--- src/rtl/ftx_pkg.sv ---
package ftx_pkg;
  localparam int CHAR_MAX = 10;
  localparam int FRAME_W  = 16;
  localparam int LEN_W    = $clog2(FRAME_W + 1);

  typedef struct packed {
    logic [FRAME_W-1:0] bits;
    logic [LEN_W-1:0]   len;
  } frame_t;

  typedef enum logic [1:0] {
    ST_IDLE  = 2'd0,
    ST_LEAD  = 2'd1,
    ST_SEND  = 2'd2,
    ST_TRAIL = 2'd3
  } seq_e;
endpackage

--- src/rtl/ftx_sync.sv ---
module ftx_sync #(
  parameter int   STAGES  = 2,
  parameter logic RST_VAL = 1'b1
) (
  input  logic clk,
  input  logic rst_n,
  input  logic d,
  output logic q
);
  generate
    if (STAGES == 0) begin : g_pass
      assign q = d;
    end else begin : g_chain
      logic [STAGES-1:0] chain;
      always_ff @(posedge clk or negedge rst_n) begin
        if (!rst_n) chain <= {STAGES{RST_VAL}};
        else if (STAGES == 1) chain[0] <= d;
        else chain <= {chain[STAGES-2:0], d};
      end
      assign q = chain[STAGES-1];
    end
  endgenerate
endmodule

--- src/rtl/ftx_hold.sv ---
module ftx_hold #(
  parameter int DW = 10
) (
  input  logic          clk,
  input  logic          rst_n,
  input  logic          in_valid,
  output logic          in_ready,
  input  logic [DW-1:0] in_data,
  input  logic          in_special,
  input  logic          take,
  output logic          full,
  output logic [DW-1:0] hold_data,
  output logic          hold_special
);
  assign in_ready = !full;

  always_ff @(posedge clk or negedge rst_n) begin
    if (!rst_n) begin
      full         <= 1'b0;
      hold_data    <= '0;
      hold_special <= 1'b0;
    end else if (in_valid && !full) begin
      full         <= 1'b1;
      hold_data    <= in_data;
      hold_special <= in_special;
    end else if (take) begin
      full <= 1'b0;
    end
  end
endmodule

--- src/rtl/ftx_framer.sv ---
module ftx_framer
  import ftx_pkg::*;
(
  input  logic [CHAR_MAX-1:0] data,
  input  logic                special,
  input  logic                force_brk,
  input  logic [1:0]          cfg_len,
  input  logic                cfg_par_en,
  input  logic                cfg_par_odd,
  input  logic                cfg_two_stop,
  input  logic                cfg_msb_first,
  input  logic                cfg_brk_long,
  output frame_t              frame
);
  logic [3:0]       nbits;
  logic [3:0]       ndata;
  logic [LEN_W-1:0] flen;
  logic             par;
  logic             send_brk;
  logic             send_idle;

  always_comb begin
    case (cfg_len)
      2'd0:    nbits = 4'd8;
      2'd1:    nbits = 4'd9;
      default: nbits = 4'd10;
    endcase
    ndata     = nbits - {3'd0, cfg_par_en};
    flen      = LEN_W'(nbits) + LEN_W'(cfg_two_stop) + LEN_W'(2);
    send_brk  = force_brk | (special & (data == '0));
    send_idle = !force_brk & special & (data != '0);

    par        = cfg_par_odd;
    frame.bits = '1;
    frame.bits[0] = 1'b0;
    for (int i = 0; i < CHAR_MAX; i++) begin
      if (i < int'(ndata)) begin
        par = par ^ data[i];
        frame.bits[i+1] = cfg_msb_first ? data[int'(ndata) - 1 - i] : data[i];
      end
    end
    if (cfg_par_en) frame.bits[nbits] = par;
    frame.len = flen;

    if (send_brk) begin
      frame.bits = '0;
      frame.len  = flen + (cfg_brk_long ? LEN_W'(3) : LEN_W'(0));
    end else if (send_idle) begin
      frame.bits = '1;
    end
  end
endmodule

--- src/rtl/ftx_seq.sv ---
module ftx_seq
  import ftx_pkg::*;
(
  input  logic   clk,
  input  logic   rst_n,
  input  logic   tick,
  input  logic   hold_full,
  input  frame_t frame,
  input  logic   brk_req,
  input  logic   cts_ok,
  input  logic   cfg_cts_en,
  input  logic   cfg_cts_idle,
  input  logic   cfg_rts_en,
  output logic   line,
  output logic   busy,
  output logic   take,
  output logic   brk_pend
);
  seq_e               st;
  logic [FRAME_W-1:0] sh;
  logic [LEN_W-1:0]   cnt;
  logic               go_idle;
  logic               go_b2b;
  logic               last_bit;
  logic               load;

  always_comb begin
    go_idle  = brk_pend | (hold_full & (!cfg_cts_en | cts_ok));
    go_b2b   = brk_pend | (hold_full & (!cfg_cts_en | cfg_cts_idle | cts_ok));
    last_bit = (cnt == LEN_W'(1));
    load     = tick & (((st == ST_IDLE) & go_idle & !cfg_rts_en) |
                       (st == ST_LEAD) |
                       ((st == ST_SEND) & last_bit & go_b2b));
    take     = load & !brk_pend;
    line     = (st == ST_SEND) ? sh[0] : 1'b1;
    busy     = (st != ST_IDLE);
  end

  always_ff @(posedge clk or negedge rst_n) begin
    if (!rst_n) begin
      st       <= ST_IDLE;
      sh       <= '1;
      cnt      <= '0;
      brk_pend <= 1'b0;
    end else begin
      brk_pend <= brk_req | (brk_pend & !load);
      if (load) begin
        st  <= ST_SEND;
        sh  <= frame.bits;
        cnt <= frame.len;
      end else if (tick) begin
        case (st)
          ST_IDLE:  if (go_idle) st <= ST_LEAD;
          ST_SEND: begin
            if (last_bit) st <= cfg_rts_en ? ST_TRAIL : ST_IDLE;
            sh  <= {1'b1, sh[FRAME_W-1:1]};
            cnt <= cnt - LEN_W'(1);
          end
          ST_TRAIL: st <= ST_IDLE;
          default:  st <= ST_IDLE;
        endcase
      end
    end
  end
endmodule

--- src/rtl/flowtx_core.sv ---
module flowtx_core
  import ftx_pkg::*;
#(
  parameter int SYNC_STAGES = 2
) (
  input  logic                         clk,
  input  logic                         rst_n,
  input  logic                         baud_tick,
  input  logic                         in_valid,
  output logic                         in_ready,
  input  logic [ftx_pkg::CHAR_MAX-1:0] in_data,
  input  logic                         in_special,
  input  logic                         brk_req,
  input  logic                         cts_n,
  input  logic [1:0]                   cfg_len,
  input  logic                         cfg_par_en,
  input  logic                         cfg_par_odd,
  input  logic                         cfg_two_stop,
  input  logic                         cfg_msb_first,
  input  logic                         cfg_tx_inv,
  input  logic                         cfg_cts_en,
  input  logic                         cfg_cts_idle,
  input  logic                         cfg_rts_en,
  input  logic                         cfg_rts_high,
  input  logic                         cfg_brk_long,
  output logic                         txd,
  output logic                         rts,
  output logic                         tx_done,
  output logic                         tdre
);
  logic                cts_n_s;
  logic                hold_full;
  logic [CHAR_MAX-1:0] hold_data;
  logic                hold_special;
  logic                take;
  logic                brk_pend;
  logic                line;
  logic                busy;
  frame_t              frame;

  ftx_sync #(.STAGES(SYNC_STAGES), .RST_VAL(1'b1)) u_cts_sync (
    .clk(clk), .rst_n(rst_n), .d(cts_n), .q(cts_n_s)
  );

  ftx_hold #(.DW(CHAR_MAX)) u_hold (
    .clk(clk), .rst_n(rst_n), .in_valid(in_valid), .in_ready(in_ready),
    .in_data(in_data), .in_special(in_special), .take(take),
    .full(hold_full), .hold_data(hold_data), .hold_special(hold_special)
  );

  ftx_framer u_framer (
    .data(hold_data), .special(hold_special), .force_brk(brk_pend),
    .cfg_len(cfg_len), .cfg_par_en(cfg_par_en), .cfg_par_odd(cfg_par_odd),
    .cfg_two_stop(cfg_two_stop), .cfg_msb_first(cfg_msb_first),
    .cfg_brk_long(cfg_brk_long), .frame(frame)
  );

  ftx_seq u_seq (
    .clk(clk), .rst_n(rst_n), .tick(baud_tick), .hold_full(hold_full),
    .frame(frame), .brk_req(brk_req), .cts_ok(!cts_n_s),
    .cfg_cts_en(cfg_cts_en), .cfg_cts_idle(cfg_cts_idle),
    .cfg_rts_en(cfg_rts_en), .line(line), .busy(busy), .take(take),
    .brk_pend(brk_pend)
  );

  assign txd     = line ^ cfg_tx_inv;
  assign rts     = (cfg_rts_en & busy) ? cfg_rts_high : !cfg_rts_high;
  assign tx_done = !busy & !hold_full & !brk_pend;
  assign tdre    = !hold_full;
endmodule

--- config.mk ---
export PLATFORM = sky130hd
export DESIGN_NAME = flowtx_core
export DESIGN_NICKNAME = d
export VERILOG_FILES = /design/src/rtl/ftx_pkg.sv /design/src/rtl/ftx_sync.sv /design/src/rtl/ftx_hold.sv /design/src/rtl/ftx_framer.sv /design/src/rtl/ftx_seq.sv /design/src/rtl/flowtx_core.sv
export SDC_FILE = /design/constraint.sdc
export NUM_CORES = 1
export LEC_CHECK = 0
export BUFFER_PORTS_ARGS = -buffer_cell sky130_fd_sc_hd__buf_2
export CAP_MARGIN = 20
export CORE_AREA = 8 8 81 83
export CTS_CLUSTER_DIAMETER = 150
export DETAILED_ROUTE_END_ITERATION = 10
export DIE_AREA = 0 0 89 91
export PLACE_DENSITY = 0.78
export SYNTH_ARGS = -nofsm -noshare
export SYNTH_HDL_FRONTEND = slang
export SYNTH_SLANG_ARGS = --single-unit
--- constraint.sdc ---
create_clock -name clk -period 5.6 [get_ports clk]
set_input_delay 1.68 -clock clk [delete_from_list [all_inputs] [get_ports clk]]
set_output_delay 1.68 -clock clk [all_outputs]
set_load 0.03 [all_outputs]
After elaboration in Yosys (flattened, before gate mapping)
Index checks and enable logic that the tools add are counted.
- add/sub/neg operators: 15
- multipliers: 0
- div/mod/pow operators: 0
- order comparisons: 22
- eq/ne operators: 6
- shift operators: 0
- mux-type cells: 85
- bitwise logic cells: 35
- reduce and logical (&&, ||, !) cells: 20
- operator list (cell ; number):
    32-bit by 6-bit less-than comparator with 1-bit output (second input constant) ; 10
    32-bit by 4-bit subtractor with 32-bit output (second input constant) ; 4
    16-bit two-way mux ; 6
    32-bit by 3-bit subtractor with 32-bit output (second input constant) ; 2
    32-bit by 5-bit subtractor with 32-bit output (second input constant) ; 2
    1-bit two-way mux ; 55
    1-bit binary-select mux with 4-bit select ; 10
    32-bit by 2-bit subtractor with 32-bit output (second input constant) ; 1
    5-bit two-way mux ; 4
    16-bit bitwise mux ; 1
    3-bit by 4-bit less-than comparator with 1-bit output (first input constant) ; 4
    1-bit AND ; 15
    2-bit two-way mux ; 6
    1-bit bitwise XOR ; 11
    10-bit zero test ; 1
    10-bit nonzero test ; 1
    1-bit bitwise OR ; 9
    1-bit zero test ; 8
    1-bit by 4-bit less-than comparator with 1-bit output (first input constant) ; 2
    2-bit by 4-bit less-than comparator with 1-bit output (first input constant) ; 2
    4-bit less-than comparator (first input constant) ; 2
    2-bit one-hot mux with 2 select lines ; 2
    2-bit nonzero test ; 4
    3-bit by 1-bit inequality test with 1-bit output (second input constant) ; 2
    other kinds (16) ; 19
- register bits after elaboration: 38
- latch bits: 0
- bits in writable memories: 0
- bits in read-only memories: 0
- input bits: 29
- output and inout bits: 5
- logic and storage cells: 191
- memories kept: 0

Logic depth before layout (Yosys ltp)
Gate-level depths: netlist (run 1).
- depth after elaboration: 28
- mapped depth: 11
- gate-level depth less buffers: 10

By module
From an unflattened synthesis (run 1), not the netlist that was laid out.
- cell total of the unflattened synthesis: 300
- area, all modules: 3041.7 um^2
- modules (own cells, without submodules) (module ; instances ; cells an instance ; area an instance (um^2) ; sequential area each (um^2)):
    ftx_seq ; 1 ; 141 ; 1338.8 ; 620.6
    ftx_framer ; 1 ; 124 ; 1113.6 ; 0.0
    ftx_hold ; 1 ; 27 ; 503.0 ; 300.3
    ftx_sync ; 1 ; 2 ; 52.6 ; 52.6
    flowtx_core ; 1 ; 6 ; 33.8 ; 0.0

Worst setup path before layout (run 1)
OpenSTA, ideal clock, no wires.
- kind: input to output
- from: in cfg_rts_en
- to: out rts
- arrival: 2272 ps
- required time: 3920 ps
- path slack: 1648 ps
- stages on the path: 2
- path buffers: 0
- path through: o21ai_0 xor2_1
- cells in the longest elaborated chain, start to end: 2
- ends and longest elaborated chain (element ; RTL line ; text):
    start: declaration ; flowtx_core.sv:23 ; input logic cfg_rts_en,
    1-bit AND ; flowtx_core.sv:67 ; assign rts = (cfg_rts_en & busy) ? cfg_rts_high : !cfg_rts_high;
    1-bit two-way mux ; flowtx_core.sv:67 ;
    end: declaration ; flowtx_core.sv:27 ; output logic rts,
No other way between the ends.

Worst setup path after layout (run 1)
- from: in cfg_len[1]
- to: reg u_seq.sh[8]
- cells in the longest elaborated chain, start to end: 28
- elaborated cells on any way between the ends: 50
- those cells by class: add/sub (3); order compare (12); eq/ne (1); mux (23); bitwise (9); reduce/logical (2)
- ends and longest elaborated chain (element ; RTL line ; text):
    start: declaration ; flowtx_core.sv:15 ; input logic [1:0] cfg_len,
    2-bit by 1-bit == test with 1-bit output or 2-bit zero test (tied branches) ; ftx_framer.sv:23 ; case (cfg_len)
    2-bit one-hot mux with 2 select lines (*) ; ftx_framer.sv:23 ;
    4-bit by 1-bit subtractor with 4-bit output ; ftx_framer.sv:28 ; ndata = nbits - {3'd0, cfg_par_en};
    1-bit by 4-bit less-than comparator with 1-bit output ; ftx_framer.sv:37 ; if (i < int'(ndata)) begin
    1-bit two-way mux ; ftx_framer.sv:37 ;
    1-bit bitwise XOR ; ftx_framer.sv:38 ; par = par ^ data[i];
    1-bit two-way mux ; ftx_framer.sv:37 ;
    1-bit bitwise XOR ; ftx_framer.sv:38 ;
    [... 12 more ...] ; - ;
    1-bit two-way mux ; ftx_framer.sv:37 ;
    1-bit bitwise XOR ; ftx_framer.sv:38 ;
    1-bit two-way mux ; ftx_framer.sv:37 ;
    16-bit bitwise mux ; ftx_framer.sv:42 ; if (cfg_par_en) frame.bits[nbits] = par;
    16-bit two-way mux (*) ; ftx_framer.sv:42 ;
    16-bit two-way mux (*) ; ftx_framer.sv:48 ; end else if (send_idle) begin
    16-bit two-way mux (*) ; ftx_framer.sv:45 ; if (send_brk) begin
    16-bit two-way mux (*) ; ftx_seq.sv:47 ; if (load) begin
    end signal: assignment ; ftx_seq.sv:49 ; sh <= frame.bits;
    end signal: assignment ; ftx_seq.sv:56 ; sh <= {1'b1, sh[FRAME_W-1:1]};
    end: declaration ; ftx_seq.sv:20 ; logic [FRAME_W-1:0] sh;
Every way passes the cells marked *; elsewhere a longest branch is shown, timed or not. The select of a mux whose other input is x is not followed.
A chain may end at the register's enable or synchronous reset.

==> impl_metrics.json, run 1 <==
{
  "pwr-share-seq_pct": 36.8,
  "die-area_mm2": 0.00810,
  "pre_cts_ws_ns": 1.18,
  "min_path_type": "flip-flop to flip-flop",
  "fp.dieH_um": 91,
  "grt_max_degree": 39,
  "gp_congestion": 0.886,
  "syn_area_mm2": 0.00280,
  "vias": 2340,
  "syn_inst": 293,
  "status": "completed",
  "ys.flop_type": "dfrtp_1",
  "synth_area_leaders": "dfrtp_1 18%, dfstp_2 17%, mux4_2 8.8%",
  "syn_nets": 333,
  "vdd.ir_drop.worst_mv": 0.254,
  "arrival_ns": 4.34,
  "worst_slack_ns": 1.48,
  "hold_ws_ns": 0.360,
  "power.switching_mw": 0.660,
  "synth-seq-area-share_pct": 34.7,
  "yosys_warnings": 0,
  "grt_usage_pct": 16.7,
  "io_buffers": 33,
  "drt-pass1-iter-count": 4,
  "tns_ns": 0,
  "relSlewSlack_pct": 37.6,
  "clk_pin_slew_ns": 0.08,
  "synth_edf_count": 0,
  "cts_sinks": 38,
  "nets": 351,
  "cap_viol_max_count": 0,
  "drive_gt1_share_pct": 30.1,
  "critPathCaptureType": "flip-flop",
  "clock-root-buffer": "clkbuf_8",
  "start_util_pct": 52.5,
  "grt_antenna_before_repair": 0,
  "hold_viol_final": 0,
  "grt_first_pass_wirelength_um": 10800,
  "skew_ns": 0.00803,
  "post-cts-setup-buffers": 0,
  "period_share_pct": 73.5,
  "placement_rows": 27,
  "routed_wirelength_um": 6310,
  "cts_tree": "yes",
  "wl_per_cell_um": 16.4,
  "areaGrowthSynthToFinish_pct": 10.8,
  "core_mm2": 0.00534,
  "synth_top_cell_by_area": "dfrtp_1",
  "dpl.hpwl_um": 4530,
  "htreeDepth": 2,
  "cts_max_path_buffers": 2,
  "die_w_um": 89,
  "required_ns": 5.83,
  "setup_violations": 0,
  "synth_cell_types": 60,
  "drv_slew": 0,
  "p_clk_share_pct": 17.0,
  "antenna_left": 0,
  "first_global_vias": 2277,
  "comb_power_share_pct": 46.2,
  "viasPerCell": 6.09,
  "drc": 0,
  "cts_inserted_buffers": 5,
  "leakage_nw": 1.29,
  "yosys.area.top_type_share_pct": 17.8,
  "layout_min_cycle_time_ns": 4.12,
  "intPower_mw": 1.04,
  "overflow": 0,
  "io_pins": 34,
  "critPathLaunchType": "input pin",
  "dr.first_iter.drc_count": 142,
  "antenna_cells": 0,
  "ctsHoldBuffers": 0,
  "cts-resized-gates": 0,
  "fillCellCount": 483,
  "ys_ff_latch": 38,
  "path_class": "input pin to flip-flop",
  "worst_pin_slew_ns": 0.934,
  "syn_area_per_cell_um2": 9.57,
  "power.density_mw_per_mm2": 547,
  "cp_max_fo": 17,
  "p_sw_share_pct": 38.8,
  "clock_latency_ns": 0.29,
  "fmax_ghz": 0.243,
  "rsz0062_at_grt": "no",
  "async_flop_share_pct": 100
}
==> area by class of cell <==
class	instances	area (um^2)	share of cell area [%]
Clock buffer	6	82.6	2.66
Sequential cell	38	973	31.3
Inverter	12	45.0	1.45
Tap cell	72	90.1	2.90
Clock inverter	2	60.1	1.93
Multi-Input combinational cell	218	1670	53.7
Timing Repair Buffer	36	188	6.04
==> final timing paths <==
| path | startpoint | slack [ns] | cells past startpoint | to |
|---|---|---|---|---|
| setup / recovery | cfg_len[1] | 1.48 | 10 | u_seq.sh[8] |
| hold / removal | u_cts_sync.g_chain.chain[0] | 0.36 | 0 | u_cts_sync.g_chain.chain[1] |
| setup reg to reg | u_seq.cnt[1] | 3.11 | 7 | u_seq.cnt[2] |
| hold reg to reg | u_cts_sync.g_chain.chain[0] | 0.36 | 0 | u_cts_sync.g_chain.chain[1] |
| max in group asynchronous | rst_n | 3.61 | 1 | u_seq.st[0] |
| min in group asynchronous | rst_n | 1.48 | 1 | u_hold.hold_data[4] |
==> worst max-delay path: stages <==
cell and delay (ns):
buf_2 0.13, inv_1 0.09, nand2_1 0.11, ha_1 0.75, ha_1 0.53, mux2_2 0.40, o31ai_1 0.22, a221oi_1 0.12
nor3b_1 0.22, a21oi_1 0.09
==> power by group through the flow <==
stage	clock network (mW)	logic (mW)	registers, mW
3_3_place_gp	0	0.760	0.616
3_5_place_dp	0	0.784	0.624
6_report	0.289	0.785	0.625
5_1_grt	0.307	0.879	0.645
2_1_floorplan	0	0.743	0.498
4_1_cts	0.296	0.786	0.619
==> metrics by stage <==
| step | util [%] | cells | total power, mW | cell area (um^2) |
|---|---|---|---|---|
| final | 58.2 | 384 | 1.70 | 3110 |
| after global routing | 58.2 | 384 | 1.83 | 3110 |
| after CTS | 58.0 | 383 | 1.70 | 3100 |
| after detailed placement | 55.4 | 375 | 1.41 | 2960 |
| after global placement | 55.4 | 375 | 1.38 | 2960 |
| after floorplan | - | 293 | 1.24 | 2800 |
==> per-layer routing <==
| metal | vias up | track usage (%) | wire length [um] |
|---|---|---|---|
| li1 | 1096 | - | - |
| met1 | 1135 | 20.5 | 2640 |
| met2 | 95 | 25.7 | 3070 |
| met3 | 14 | 5.32 | 449 |
| met4 | 0 | 7.77 | 148 |
| met5 | - | 0 | 0 |
==> sequential cells by signal, summed over array words and instances (netlist names) <==
name / count
u_seq.sh: 16
u_hold.hold_data: 10
u_seq.cnt: 5
u_cts_sync.g_chain.chain: 2
u_seq.st: 2
u_hold.full: 1
u_hold.hold_special: 1
u_seq.brk_pend: 1
==> logic make-up (layout without fill, tap and decap cells) <==
logic type	after synthesis	count (layout)	synth area share, %
AO/OA/AOI/OAI	89	89	19.9
XOR/XNOR	9	9	3.30
adder cells (fa/ha/maj)	11	11	5.18
buffers and inverters	37	56	5.85
flip-flops	38	38	34.7
multiplexers	31	31	16.6
AND/OR/NAND/NOR	78	78	14.5
==> Yosys cell counts (all sizes together), types with 3 or more instances <==
library cell,number
mux4,11
nor2,22
o21ai,24
nor2b,6
mux2,14
xnor2,7
nor3b,4
mux2i,6
buf,9
dfstp,18
nor4,3
inv,12
ha,10
nor3,3
a21oi,32
nand2b,6
clkbuf,16
nand2,24
a32oi,3
dfrtp,20
a221oi,3
==> placed cells by master (no fill, tap or decap), types with 11 or more instances in the layout <==
cell type,n
buf_2,33
a21oi_1,32
nand2_1,24
nor2_1,21
dfrtp_1,20
o21ai_0,18
dfstp_2,18
mux2_2,14
inv_1,12
mux4_2,11
(Power assumes the default switching activity.)
==> run 2, diff against run 1 <==
--- a/config.mk
+++ b/config.mk
@@ -5,13 +5,14 @@
 export SDC_FILE = /design/constraint.sdc
 export NUM_CORES = 1
 export LEC_CHECK = 0
+export ABC_AREA = 1
 export BUFFER_PORTS_ARGS = -buffer_cell sky130_fd_sc_hd__buf_2
 export CAP_MARGIN = 20
-export CORE_AREA = 8 8 81 83
+export CORE_AREA = 8 8 80 82
 export CTS_CLUSTER_DIAMETER = 150
 export DETAILED_ROUTE_END_ITERATION = 10
-export DIE_AREA = 0 0 89 91
-export PLACE_DENSITY = 0.78
+export DIE_AREA = 0 0 88 90
+export PLACE_DENSITY = 0.79
 export SYNTH_ARGS = -nofsm -noshare
 export SYNTH_HDL_FRONTEND = slang
 export SYNTH_SLANG_ARGS = --single-unit
==> constraint.sdc (replaced) <==
create_clock -name clk -period 4.05 [get_ports clk]
set_input_delay 1.215 -clock clk [delete_from_list [all_inputs] [get_ports clk]]
set_output_delay 1.215 -clock clk [all_outputs]
set_load 0.03 [all_outputs]
==> run 2 against run 1 <==
  * Utilization is 0.39 points higher
  * Synthesized cell count grew 29%
  * Clock power is 40% higher
  * Critical path type unchanged
  * Design area shrank 1.2%
  * Count of clock-buffer cells in the layout is the same
  * Wire length rose by 8.4%
  * Clock skew up 0.0061 ns
  * Largest power group unchanged
==> impl_metrics.json, run 2 <==
{
  "regMostFlops": "u_seq.sh",
  "critPathLaunchType": "input pin",
  "path_class": "input pin to flip-flop",
  "drv_slew": 0,
  "die-area_mm2": 0.00792,
  "placement_rows": 27,
  "power.density_mw_per_mm2": 741,
  "arrival_ns": 3.58,
  "grt_antenna_before_repair": 0,
  "top_regs": "u_seq.sh: 16 flops, u_hold.hold_data: 10 flops, u_seq.cnt: 5 flops",
  "grt_first_pass_wirelength_um": 11500,
  "synth_simple_gate_area_share_pct": 28.0,
  "vias": 2658,
  "wl_per_cell_um": 14.2,
  "io_buffers": 33,
  "core_mm2": 0.00524,
  "comb_power_share_pct": 48.6,
  "pwr-share-seq_pct": 33.6,
  "synth_top_family_by_area": "simple AND/OR/NAND/NOR gates",
  "htreeDepth": 2,
  "tns_ns": 0,
  "slowest_stage": "ha_1",
  "cts-resized-gates": 0,
  "period_share_pct": 82.7,
  "cp_max_fo": 19,
  "pre_cts_ws_ns": 0.481,
  "overflow": 0,
  "nets": 447,
  "timing.rr.end": "u_seq.sh[14]",
  "leakage_nw": 1.48,
  "async_flop_share_pct": 100,
  "drc": 0,
  "antenna_cells": 0,
  "post-cts-setup-buffers": 0,
  "cap_viol_max_count": 0,
  "crit_path_max_incr_delay_ns": 0.62,
  "placed_area_mm2": 0.00292,
  "areaGrowthSynthToFinish_pct": 11.9,
  "yosys.area.top_type_share_pct": 18.3,
  "synth-seq-area-share_pct": 35.5,
  "hold_ws_ns": 0.358,
  "gp_congestion": 0.968,
  "cts_inserted_buffers": 5,
  "min_path_type": "flip-flop to flip-flop",
  "dpl.hpwl_um": 5100,
  "dr.first_iter.drc_count": 266,
  "antenna_left": 0,
  "p_sw_share_pct": 44.7,
  "rsz0062_at_grt": "no",
  "layout_commonest_cell": "nand2_1",
  "hold_path_end": "u_cts_sync.g_chain.chain[1]",
  "syn_nets": 418,
  "grt_max_degree": 39,
  "intPower_mw": 1.26,
  "synth_xor_area_share_pct": 2.24,
  "synth_commonest_cells": "99 x nand2_1, 35 x inv_1, 34 x nor2_1",
  "power.switching_mw": 1.02,
  "hp-start": "u_cts_sync.g_chain.chain[0]",
  "fp.dieH_um": 90,
  "cp_cell_sequence": "buf_2 > inv_1 > nand2_1 > ha_1 > ha_1 > inv_1 > nand3_1 > nand2_1 > nand2_1 > nand3b_1 > nand2_1 > nand2_1 > nand2_1 > nand2_1 > nand3_1 > nand2_1 > a21oi_2",
  "viasPerCell": 5.54,
  "synth_cell_types": 43,
  "first_global_vias": 2454,
  "cts_sinks": 38,
  "path_buf_inv": 3,
  "syn_area_mm2": 0.00274,
  "yosysMostFrequentCell": "nand2_1",
  "yosys_warnings": 0,
  "synth_fa_ha_area_share_pct": 5.30,
  "final_cell_mix": "99 x nand2_1, 35 x inv_1, 34 x nor2_1",
  "relSlewSlack_pct": 45.6,
  "final_area_mm2": 0.00307,
  "vdd.ir_drop.worst_mv": 0.445,
  "crit_start": "cfg_len[1]",
  "min_path_cells": 0,
  "ctsHoldBuffers": 0,
  "clock_latency_ns": 0.30,
  "required_ns": 4.28,
  "die_w_um": 88,
  "synth_area_leaders": "dfrtp_1 18%, dfstp_2 17%, nand2_1 14%",
  "ys_ff_latch": 38,
  "synth.area.mux_share_pct": 0.411,
  "critPathCaptureType": "flip-flop",
  "grt_usage_pct": 17.7,
  "critPathTopFamily": "adder cells",
  "synth_top_cell_by_area": "dfrtp_1",
  "worst_slack_ns": 0.699,
  "io_pins": 34,
  "p_clk_share_pct": 17.8,
  "r2r_cells": 10,
  "routed_wirelength_um": 6830,
  "syn_inst": 378,
  "synth_compound_area_share_pct": 20.4,
  "largest_reg_flops": 16,
  "clk_pin_slew_ns": 0.08,
  "setup_violations": 0,
  "drive_gt1_share_pct": 20.6,
  "fmax_ghz": 0.298,
  "hold_viol_final": 0,
  "clock-root-buffer": "clkbuf_8",
  "skew_ns": 0.0141,
  "cpMostUsedCell": "nand2_1",
  "cts_max_path_buffers": 2,
  "drt-pass1-iter-count": 5,
  "worst_pin_slew_ns": 0.816,
  "reg2reg_slack_ns": 1.87,
  "status": "completed",
  "rr_startpoint": "u_seq.cnt[1]",
  "synth_edf_count": 0,
  "start_util_pct": 52.3,
  "ys.flop_type": "dfrtp_1",
  "cts_tree": "yes",
  "syn_area_per_cell_um2": 7.25,
  "layout_min_cycle_time_ns": 3.35
}
[run 2: changes by cell type in the layout (fill, tap and decap cells not counted), sizes merged, moves of 4 or more]
cell	before	now
nor2b	6	0
xnor2	7	2
nor3b	4	0
inv	12	38
mux4	11	0
mux2	14	1
xor2	1	5
nor2	22	38
nand2b	6	0
o21ai	24	42
nand3	2	29
mux2i	6	0
nand2	24	104
[run 2: metal layers]
metal,up-vias,global-route usage [%],wire length [um]
met5,-,0,0
met4,0,4.45,73
met3,8,3.91,339
met2,98,28.8,3300
met1,1240,22.7,3130
li1,1312,-,-
[run 2: power by group through the flow]
stage | clock network, mW | logic, mW | registers, mW
global route | 0.419 | 1.24 | 0.782
detailed placement | 0 | 1.08 | 0.762
finish | 0.404 | 1.11 | 0.764
floorplan | 0 | 0.895 | 0.716
global placement | 0 | 1.05 | 0.755
CTS | 0.403 | 1.10 | 0.758
[run 2: per-stage QoR]
step | total power, mW | instances | util [%]
after floorplan | 1.61 | 378 | -
after global placement | 1.80 | 472 | 55.8
after detailed placement | 1.85 | 472 | 55.8
after CTS | 2.26 | 480 | 58.6
after global routing | 2.44 | 480 | 58.6
final | 2.27 | 480 | 58.6
[run 2: worst reg2reg max path, delay by kind of cell (launching register included)]
| kind | cells | cell delay [ns] |
|---|---|---|
| flip-flops | 1 | 0.36 |
| AO/OA/AOI/OAI | 2 | 0.60 |
| buffers and inverters | 2 | 0.31 |
| AND/OR/NAND/NOR | 5 | 0.68 |
| adder cells (fa/ha/maj) | 1 | 0.16 |
[run 2: worst max path at each step]
| stage | cells past startpoint | slack [ns] | end |
|---|---|---|---|
| 6_report | 17 | 0.70 | u_seq.sh[8] |
| 5_1_grt | 17 | 0.45 | u_seq.sh[8] |
| 4_1_cts | 17 | 0.74 | u_seq.sh[8] |
| 3_5_place_dp | 17 | 0.48 | u_seq.sh[8] |
| 3_3_place_gp | 12 | 0.61 | u_seq.sh[6] |
| 2_1_floorplan | 2 | 1.03 | rts |
[run 2: area by class of cell]
cell class	instances	area, um^2
clock buffers	6	82.6
clock inverters	2	60.1
well taps	72	90.1
fillers	479	2170
repair buffers	33	165
inverters	40	151
multi-input cells	289	1540
flip-flops and latches	38	973
[run 2: cells by family after synthesis]
family          count (synthesis)
mux                             1
buf+inv                        51
compound gates                 92
fa+ha+maj                      11
xor+xnor                        7
flops                          38
simple gates                  178
